===== config.mk =====
export PLATFORM = sky130hd
export DESIGN_NAME = i2c_regport_slave
export DESIGN_NICKNAME = d
export VERILOG_FILES = /design/src/rtl/i2cs_pkg.sv /design/src/rtl/i2cs_sync.sv /design/src/rtl/i2cs_idreg.sv /design/src/rtl/i2cs_engine.sv /design/src/rtl/i2c_regport_slave.sv
export SDC_FILE = /design/constraint.sdc
export NUM_CORES = 1
export LEC_CHECK = 0
export BUFFER_PORTS_ARGS = -buffer_cell sky130_fd_sc_hd__buf_2
export CORE_MARGIN = 4
export CORE_UTILIZATION = 60
export DETAILED_ROUTE_END_ITERATION = 6
export PLACE_DENSITY = 0.8
export SYNTH_ARGS = -nofsm -noshare
export SYNTH_HDL_FRONTEND = slang
export SYNTH_HIERARCHICAL = 1
export SYNTH_SLANG_ARGS = --single-unit
export TNS_END_PERCENT = 5

===== constraint.sdc =====
create_clock -name clk -period 6 [get_ports clk]
set_input_delay 0 -clock clk [delete_from_list [all_inputs] [get_ports clk]]
set_output_delay 0 -clock clk [all_outputs]
set_load 0.005 [all_outputs]

===== src/rtl/i2cs_pkg.sv =====
`timescale 1ns/1ps
package i2cs_pkg;

  typedef enum logic [2:0] {
    ST_IDLE,
    ST_ADDR,
    ST_REGA,
    ST_WDAT,
    ST_ACK,
    ST_RDAT,
    ST_RACK
  } state_t;

  // Pointer step: hold inside the reserved window, otherwise +1 with wrap.
  function automatic logic [7:0] next_ptr(logic [7:0] p, logic [7:0] lo, logic [7:0] hi);
    if (p >= lo && p <= hi) return p;
    return p + 8'd1;
  endfunction

  // Byte returned when register 0 is read.
  function automatic logic [7:0] id_readback(logic [5:0] id);
    return {1'b0, id, 1'b0};
  endfunction

endpackage


===== src/rtl/i2cs_sync.sv =====
`timescale 1ns/1ps
module i2cs_sync #(
  parameter int STAGES = 2
) (
  input  logic clk,
  input  logic rst_n,
  input  logic scl_i,
  input  logic sda_i,
  output logic scl_s,
  output logic sda_s,
  output logic scl_rise,
  output logic scl_fall,
  output logic start_evt,
  output logic stop_evt
);
  localparam int NLINE = 2;

  logic [NLINE-1:0] raw;
  logic [NLINE-1:0] line_s;
  logic [NLINE-1:0] line_q;

  assign raw = {scl_i, sda_i};

  for (genvar g = 0; g < NLINE; g++) begin : g_line
    logic [STAGES-1:0] pipe;
    always_ff @(posedge clk or negedge rst_n) begin
      if (!rst_n) pipe <= '1;
      else        pipe <= {pipe[STAGES-2:0], raw[g]};
    end
    assign line_s[g] = pipe[STAGES-1];
  end

  always_ff @(posedge clk or negedge rst_n) begin
    if (!rst_n) line_q <= '1;
    else        line_q <= line_s;
  end

  assign scl_s     = line_s[1];
  assign sda_s     = line_s[0];
  assign scl_rise  =  line_s[1] & ~line_q[1];
  assign scl_fall  = ~line_s[1] &  line_q[1];
  assign start_evt =  line_s[1] & line_q[1] &  line_q[0] & ~line_s[0];
  assign stop_evt  =  line_s[1] & line_q[1] & ~line_q[0] &  line_s[0];

endmodule


===== src/rtl/i2cs_idreg.sv =====
`timescale 1ns/1ps
module i2cs_idreg
  import i2cs_pkg::*;
#(
  parameter logic [5:0] ID_RESET = 6'b110100
) (
  input  logic       clk,
  input  logic       rst_n,
  input  logic       id_we,
  input  logic [5:0] id_wdata,
  input  logic       strap,
  output logic [6:0] dev_addr,
  output logic [7:0] id_byte
);
  logic [5:0] id_q;

  always_ff @(posedge clk or negedge rst_n) begin
    if (!rst_n)     id_q <= ID_RESET;
    else if (id_we) id_q <= id_wdata;
  end

  assign dev_addr = {id_q, strap};
  assign id_byte  = id_readback(id_q);

  // identity changes only through the write strobe
  assert_id_stable_R4: assert property (@(posedge clk) disable iff (!rst_n)
    !id_we |=> $stable(id_q));

endmodule


===== src/rtl/i2cs_engine.sv =====
`timescale 1ns/1ps
module i2cs_engine
  import i2cs_pkg::*;
#(
  parameter logic [7:0] RSV_LO = 8'd35,
  parameter logic [7:0] RSV_HI = 8'd60
) (
  input  logic       clk,
  input  logic       rst_n,
  input  logic       scl_s,
  input  logic       sda_s,
  input  logic       scl_rise,
  input  logic       scl_fall,
  input  logic       start_evt,
  input  logic       stop_evt,
  input  logic [6:0] dev_addr,
  input  logic [7:0] id_byte,
  input  logic [7:0] reg_rdata,
  output logic       sda_oe,
  output logic [7:0] reg_addr,
  output logic [7:0] reg_wdata,
  output logic       reg_wr,
  output logic       reg_rd,
  output logic       id_we
);
  localparam logic [2:0] LAST_BIT = 3'd7;

  state_t     st_q, after_q;
  logic [2:0] cnt_q;
  logic       got_rise_q, bit_q;
  logic [7:0] sh_q, tx_q, ptr_q, addr_q, wdata_q;
  logic       wr_q, rd_q, load_q, idwe_q;

  // Named internal events
  logic       bit_done, rx_state, byte_done, addr_hit, ptr_load, fetch_busy;
  logic [7:0] byte_in, ptr_step;

  assign bit_done   = scl_fall & got_rise_q;
  assign rx_state   = (st_q == ST_ADDR) || (st_q == ST_REGA) || (st_q == ST_WDAT);
  assign byte_done  = bit_done & rx_state & (cnt_q == LAST_BIT);
  assign byte_in    = {sh_q[6:0], bit_q};
  assign addr_hit   = (byte_in[7:1] == dev_addr);
  assign ptr_load   = byte_done & (st_q == ST_REGA);
  assign ptr_step   = next_ptr(ptr_q, RSV_LO, RSV_HI);
  assign fetch_busy = rd_q | load_q;

  always_ff @(posedge clk or negedge rst_n) begin
    if (!rst_n) begin
      st_q       <= ST_IDLE;
      after_q    <= ST_IDLE;
      cnt_q      <= '0;
      got_rise_q <= 1'b0;
      bit_q      <= 1'b1;
      sh_q       <= '0;
      tx_q       <= '1;
      ptr_q      <= '0;
      addr_q     <= '0;
      wdata_q    <= '0;
      wr_q       <= 1'b0;
      rd_q       <= 1'b0;
      load_q     <= 1'b0;
      idwe_q     <= 1'b0;
    end else begin
      wr_q   <= 1'b0;
      rd_q   <= 1'b0;
      idwe_q <= 1'b0;
      load_q <= rd_q;
      if (load_q) tx_q <= (addr_q == 8'd0) ? id_byte : reg_rdata;
      if (scl_rise) begin
        bit_q      <= sda_s;
        got_rise_q <= 1'b1;
      end
      if (stop_evt) begin
        st_q       <= ST_IDLE;
        cnt_q      <= '0;
        got_rise_q <= 1'b0;
      end else if (start_evt) begin
        st_q       <= (cnt_q == 3'd0) ? ST_ADDR : ST_IDLE;
        cnt_q      <= '0;
        got_rise_q <= 1'b0;
      end else if (bit_done) begin
        got_rise_q <= 1'b0;
        unique case (st_q)
          ST_ADDR, ST_REGA, ST_WDAT: begin
            sh_q  <= byte_in;
            cnt_q <= cnt_q + 3'd1;
            if (cnt_q == LAST_BIT) begin
              unique case (st_q)
                ST_ADDR: begin
                  if (addr_hit) begin
                    st_q    <= ST_ACK;
                    after_q <= byte_in[0] ? ST_RDAT : ST_REGA;
                    if (byte_in[0]) begin
                      rd_q   <= 1'b1;
                      addr_q <= ptr_q;
                    end
                  end else begin
                    st_q <= ST_IDLE;
                  end
                end
                ST_REGA: begin
                  st_q    <= ST_ACK;
                  after_q <= ST_WDAT;
                  ptr_q   <= byte_in;
                end
                default: begin
                  st_q    <= ST_ACK;
                  after_q <= ST_WDAT;
                  addr_q  <= ptr_q;
                  wdata_q <= byte_in;
                  if (ptr_q == 8'd0) idwe_q <= 1'b1;
                  else               wr_q   <= 1'b1;
                  ptr_q   <= ptr_step;
                end
              endcase
            end
          end
          ST_ACK: begin
            st_q  <= after_q;
            cnt_q <= '0;
          end
          ST_RDAT: begin
            cnt_q <= cnt_q + 3'd1;
            tx_q  <= {tx_q[6:0], 1'b0};
            if (cnt_q == LAST_BIT) st_q <= ST_RACK;
          end
          ST_RACK: begin
            cnt_q <= '0;
            if (!bit_q) begin
              ptr_q  <= ptr_step;
              addr_q <= ptr_step;
              rd_q   <= 1'b1;
              st_q   <= ST_RDAT;
            end else begin
              st_q <= ST_IDLE;
            end
          end
          default: cnt_q <= '0;
        endcase
      end
    end
  end

  assign sda_oe    = (st_q == ST_ACK) | ((st_q == ST_RDAT) & ~tx_q[7] & ~fetch_busy);
  assign reg_addr  = addr_q;
  assign reg_wdata = wdata_q;
  assign reg_wr    = wr_q;
  assign reg_rd    = rd_q;
  assign id_we     = idwe_q;

  // SDA drive may change only while SCL is low
  assert_sda_quiet_R8: assert property (@(posedge clk) disable iff (!rst_n)
    (scl_s && $past(scl_s)) |-> $stable(sda_oe));

  // write strobe lasts exactly one cycle
  assert_wr_pulse_R3: assert property (@(posedge clk) disable iff (!rst_n)
    reg_wr |=> !reg_wr);

  // read strobe lasts exactly one cycle
  assert_rd_pulse_R5: assert property (@(posedge clk) disable iff (!rst_n)
    reg_rd |=> !reg_rd);

  // pointer inside the reserved window never moves unless reloaded
  assert_ptr_hold_R6: assert property (@(posedge clk) disable iff (!rst_n)
    (ptr_q >= RSV_LO && ptr_q <= RSV_HI && !ptr_load) |=> $stable(ptr_q));

  // a STOP always lands in idle
  assert_stop_idle_R7: assert property (@(posedge clk) disable iff (!rst_n)
    stop_evt |=> (st_q == ST_IDLE));

endmodule


===== src/rtl/i2c_regport_slave.sv =====
`timescale 1ns/1ps
module i2c_regport_slave #(
  parameter int         SYNC_STAGES = 2,
  parameter logic [7:0] RSV_LO      = 8'd35,
  parameter logic [7:0] RSV_HI      = 8'd60,
  parameter logic [5:0] ID_RESET    = 6'b110100
) (
  input  logic       clk,
  input  logic       rst_n,
  input  logic       scl_i,
  input  logic       sda_i,
  output logic       sda_oe,
  input  logic       addr_lsb_i,
  output logic [7:0] reg_addr,
  output logic [7:0] reg_wdata,
  output logic       reg_wr,
  output logic       reg_rd,
  input  logic [7:0] reg_rdata
);
  logic       scl_s, sda_s, scl_rise, scl_fall, start_evt, stop_evt;
  logic       id_we;
  logic [6:0] dev_addr;
  logic [7:0] id_byte;

  i2cs_sync #(.STAGES(SYNC_STAGES)) u_sync (
    .clk(clk), .rst_n(rst_n), .scl_i(scl_i), .sda_i(sda_i),
    .scl_s(scl_s), .sda_s(sda_s), .scl_rise(scl_rise), .scl_fall(scl_fall),
    .start_evt(start_evt), .stop_evt(stop_evt)
  );

  i2cs_idreg #(.ID_RESET(ID_RESET)) u_id (
    .clk(clk), .rst_n(rst_n), .id_we(id_we), .id_wdata(reg_wdata[6:1]),
    .strap(addr_lsb_i), .dev_addr(dev_addr), .id_byte(id_byte)
  );

  i2cs_engine #(.RSV_LO(RSV_LO), .RSV_HI(RSV_HI)) u_eng (
    .clk(clk), .rst_n(rst_n), .scl_s(scl_s), .sda_s(sda_s),
    .scl_rise(scl_rise), .scl_fall(scl_fall), .start_evt(start_evt), .stop_evt(stop_evt),
    .dev_addr(dev_addr), .id_byte(id_byte), .reg_rdata(reg_rdata),
    .sda_oe(sda_oe), .reg_addr(reg_addr), .reg_wdata(reg_wdata),
    .reg_wr(reg_wr), .reg_rd(reg_rd), .id_we(id_we)
  );

endmodule


==> impl_metrics.tcl <==
set metrics [dict create \
    status "complete, no violations" \
    critPathBufInv 0 \
    dpl.hpwl_mm 4.81 \
    drive_gt1_share_pct 31.9 \
    cts_hold_buffers 4 \
    ctsRootBufferMaster "clkbuf_8" \
    tritoncts "built" \
    coreArea_um2 5610 \
    post_drt_wl_per_cell_um 17.0 \
    ys.flop_type "dfrtp_1" \
    antenna_cells 0 \
    min_period_ns 2.43 \
    hold_class "primary input to flip-flop" \
    max_stage_delay_ns 0.58 \
    routed_wirelength_mm 7.00 \
    setup-violations-final 0 \
    irDropWorstVdd_mv 0.213 \
    cts_resized 0 \
    p_total_mw 1.01 \
    grt_overflow 0 \
    yosys-top-cells-count "48 x dfrtp_1, 27 x mux2_2, 18 x dfstp_2" \
    start_util_pct 62.8 \
    crit_cells 5 \
    die-area_um2 7160 \
    die_w_um 84.6 \
    tns_ns 0 \
    row_count 27 \
    critical_path.startpoint_type "flip-flop" \
    cap_violations 0 \
    hold_violations 0 \
    netlist_instances 312 \
    whs_ns 0.108 \
    place_congestion 0.843 \
    fmax_mhz 412 \
    clock_sinks 66 \
    synth_cell_types 60 \
    p_per_area_nw_per_um2 260 \
    insertion_delay_ns 0.34 \
    area_growth_pct 9.77 \
    synth_edf_count 0 \
    synth_area_leaders "dfrtp_1 34%, dfstp_2 13%, mux2_2 8.6%, mux2i_1 3.1%, mux2_4 3.0%" \
    required_ns 6.22 \
    syn_avg_cell_area_um2 11.3 \
    vias_per_cell 6.02 \
    synth_top_area_share_pct 34.1 \
    ant_nets 0 \
    grt_max_degree 67 \
    synth_warnings 6 \
    ioPinCount 32 \
    critPathArrivalTime_ns 2.65 \
    tightest_slew_ns 1.03 \
    crit_type "flip-flop to flip-flop" \
    crit_fanout 8 \
    grt_pass1_wl_mm 11.9 \
    post_cts_buffers 0 \
    crit_path_start "u_id/id_q[4]$_DFFE_PN1P_" \
    leakagePower_nw 1.87 \
    ctsLongestPathBuffers 2 \
    cts_buffers 9 \
    vias 2476 \
    endpoint_kind "flip-flop" \
    synth_largest_area_cell "dfrtp_1" \
    relSlewSlack_pct 31.2 \
    rr_endpoint "u_eng/reg_addr[6]$_DFFE_PN0P_" \
    synth_most_common_cell "dfrtp_1" \
    critPathTopFamily "simple AND/OR/NAND/NOR gates" \
    crit_chain "xnor2_1 -> nand4_1 -> o41ai_1 -> and3_1 -> mux2_2" \
    drt_iter0_drc 240 \
    path_clk_slew_ns 0.07 \
    nets 352 \
    seq_area_frac_synth_pct 47.5 \
    slowest_stage "o41ai_1" \
    drv_slew 0 \
    async_flop_share_pct 100 \
    ys_seq_elements 66 \
    antenna_found_initial 0 \
    ff2ff_path_depth 5 \
    dieHeight_um 84.6 \
    drtPass1Iterations 4 \
    r2r-start "u_id/id_q[4]$_DFFE_PN1P_" \
    portBuffers 31 \
    grtUsageTotal_pct 21.3 \
    synth_area_um2 3520 \
    fin_crit_sh_pct 40.5 \
    drcViolationCount 0 \
    grt_pass1_vias 2432 \
    rsz0062_at_grt "no" \
    htreeDepth 3 \
    r2r_slack_ns 3.57 \
    fin_skew_ns 0.0117 \
    cp-endpoint "u_eng/reg_addr[6]$_DFFE_PN0P_" \
]
[layer usage]
| layer | wire, um | GRT usage [%] |
|---|---|---|
| met5 | 0 | 0 |
| met1 | 3120 | 27.8 |
| met4 | 85 | 7.05 |
| met2 | 3540 | 34.3 |
| met3 | 249 | 5.99 |
[cell type report]
cell class | instances | area [um2]
Fill cell | 427 | 1740
Sequential cell | 66 | 1670
Multi-Input combinational cell | 215 | 1660
Timing Repair Buffer | 36 | 203
Clock buffer | 12 | 165
Tap cell | 72 | 90.1
Clock inverter | 4 | 48.8
Inverter | 6 | 22.5
[worst min-delay path: cells and delay by family]
kind | cells | cell delay, ns
muxes | 1 | 0.12
AOI/OAI and AO/OA | 2 | 0.24
buffers and inverters | 1 | 0.09
[layout by cell type (no fill, tap or decap), types with 6 or more instances in the layout]
cell	n
a21o_1	7
inv_1	6
nand3_1	8
a211oi_1	10
mux2i_1	11
xor2_1	6
clkbuf_8	12
dfstp_2	18
mux2_2	27
o21ai_0	13
xnor2_1	6
a21oi_1	9
dfrtp_1	48
mux2_4	7
buf_2	31
nand2_1	15
nor2_1	17
[metrics by stage]
step / std cells / cell area (um2) / worst slack (ns) / utilization (%)
floorplan: 313 / 3530 / 3.79 / -
global placement: 391 / 3610 / 3.62 / 64.4
detailed placement: 391 / 3610 / 3.60 / 64.4
CTS: 411 / 3870 / 3.56 / 68.9
global route: 411 / 3870 / 3.34 / 68.9
finish: 411 / 3870 / 3.57 / 68.9
[state kept, by name (all words and copies together) (netlist names)]
signal and count:
u_sync/line_q 2, u_eng/cnt_q 3, u_eng/ptr_q 8, u_eng/reg_rd 1
u_eng/id_we 1, u_eng/reg_addr 8, u_eng/after_q 3, u_eng/sh_q 7
u_sync/g_line.pipe 4, u_eng/bit_q 1, u_eng/reg_wdata 8, u_eng/got_rise_q 1
u_eng/tx_q 8, u_eng/load_q 1, u_id/id_q 6, u_eng/reg_wr 1
u_eng/st_q 3
[report_power, final]
group / total (mW) / leakage [nW] / switching [mW] / internal, mW
Sequential: 0.514 / 0.845 / 0.0355 / 0.479
Combinational: 0.104 / 0.910 / 0.0503 / 0.0540
Clock: 0.387 / 0.112 / 0.162 / 0.225
[cell families (layout without fill, tap and decap cells)]
kind of cell,after synthesis,in the layout,share of synthesized area (%)
AO/OA/AOI/OAI,66,66,12.8
XOR/XNOR,12,12,2.98
adder cells (fa/ha/maj),5,5,1.78
buffers and inverters,32,58,5.36
flip-flops,66,66,47.5
multiplexers,45,45,14.7
other,1,2,0.106
AND/OR/NAND/NOR,85,85,14.7
[worst min-delay path by stage]
stage	end	from	slack, ns	cells past startpoint
floorplan	u_eng/after_q[0]$_DFFE_PN0P_	rst_n	-0.30	0
global placement	u_sync/g_line[1].pipe[0]$_DFF_PN1_	scl_i	0.11	1
detailed placement	u_sync/g_line[1].pipe[0]$_DFF_PN1_	scl_i	0.11	1
CTS	u_eng/tx_q[6]$_DFF_PN1_	reg_rdata[6]	0.1	4
global route	u_eng/tx_q[6]$_DFF_PN1_	reg_rdata[6]	0.11	4
finish	u_eng/tx_q[6]$_DFF_PN1_	reg_rdata[6]	0.11	4
(Power assumes the default switching activity.)
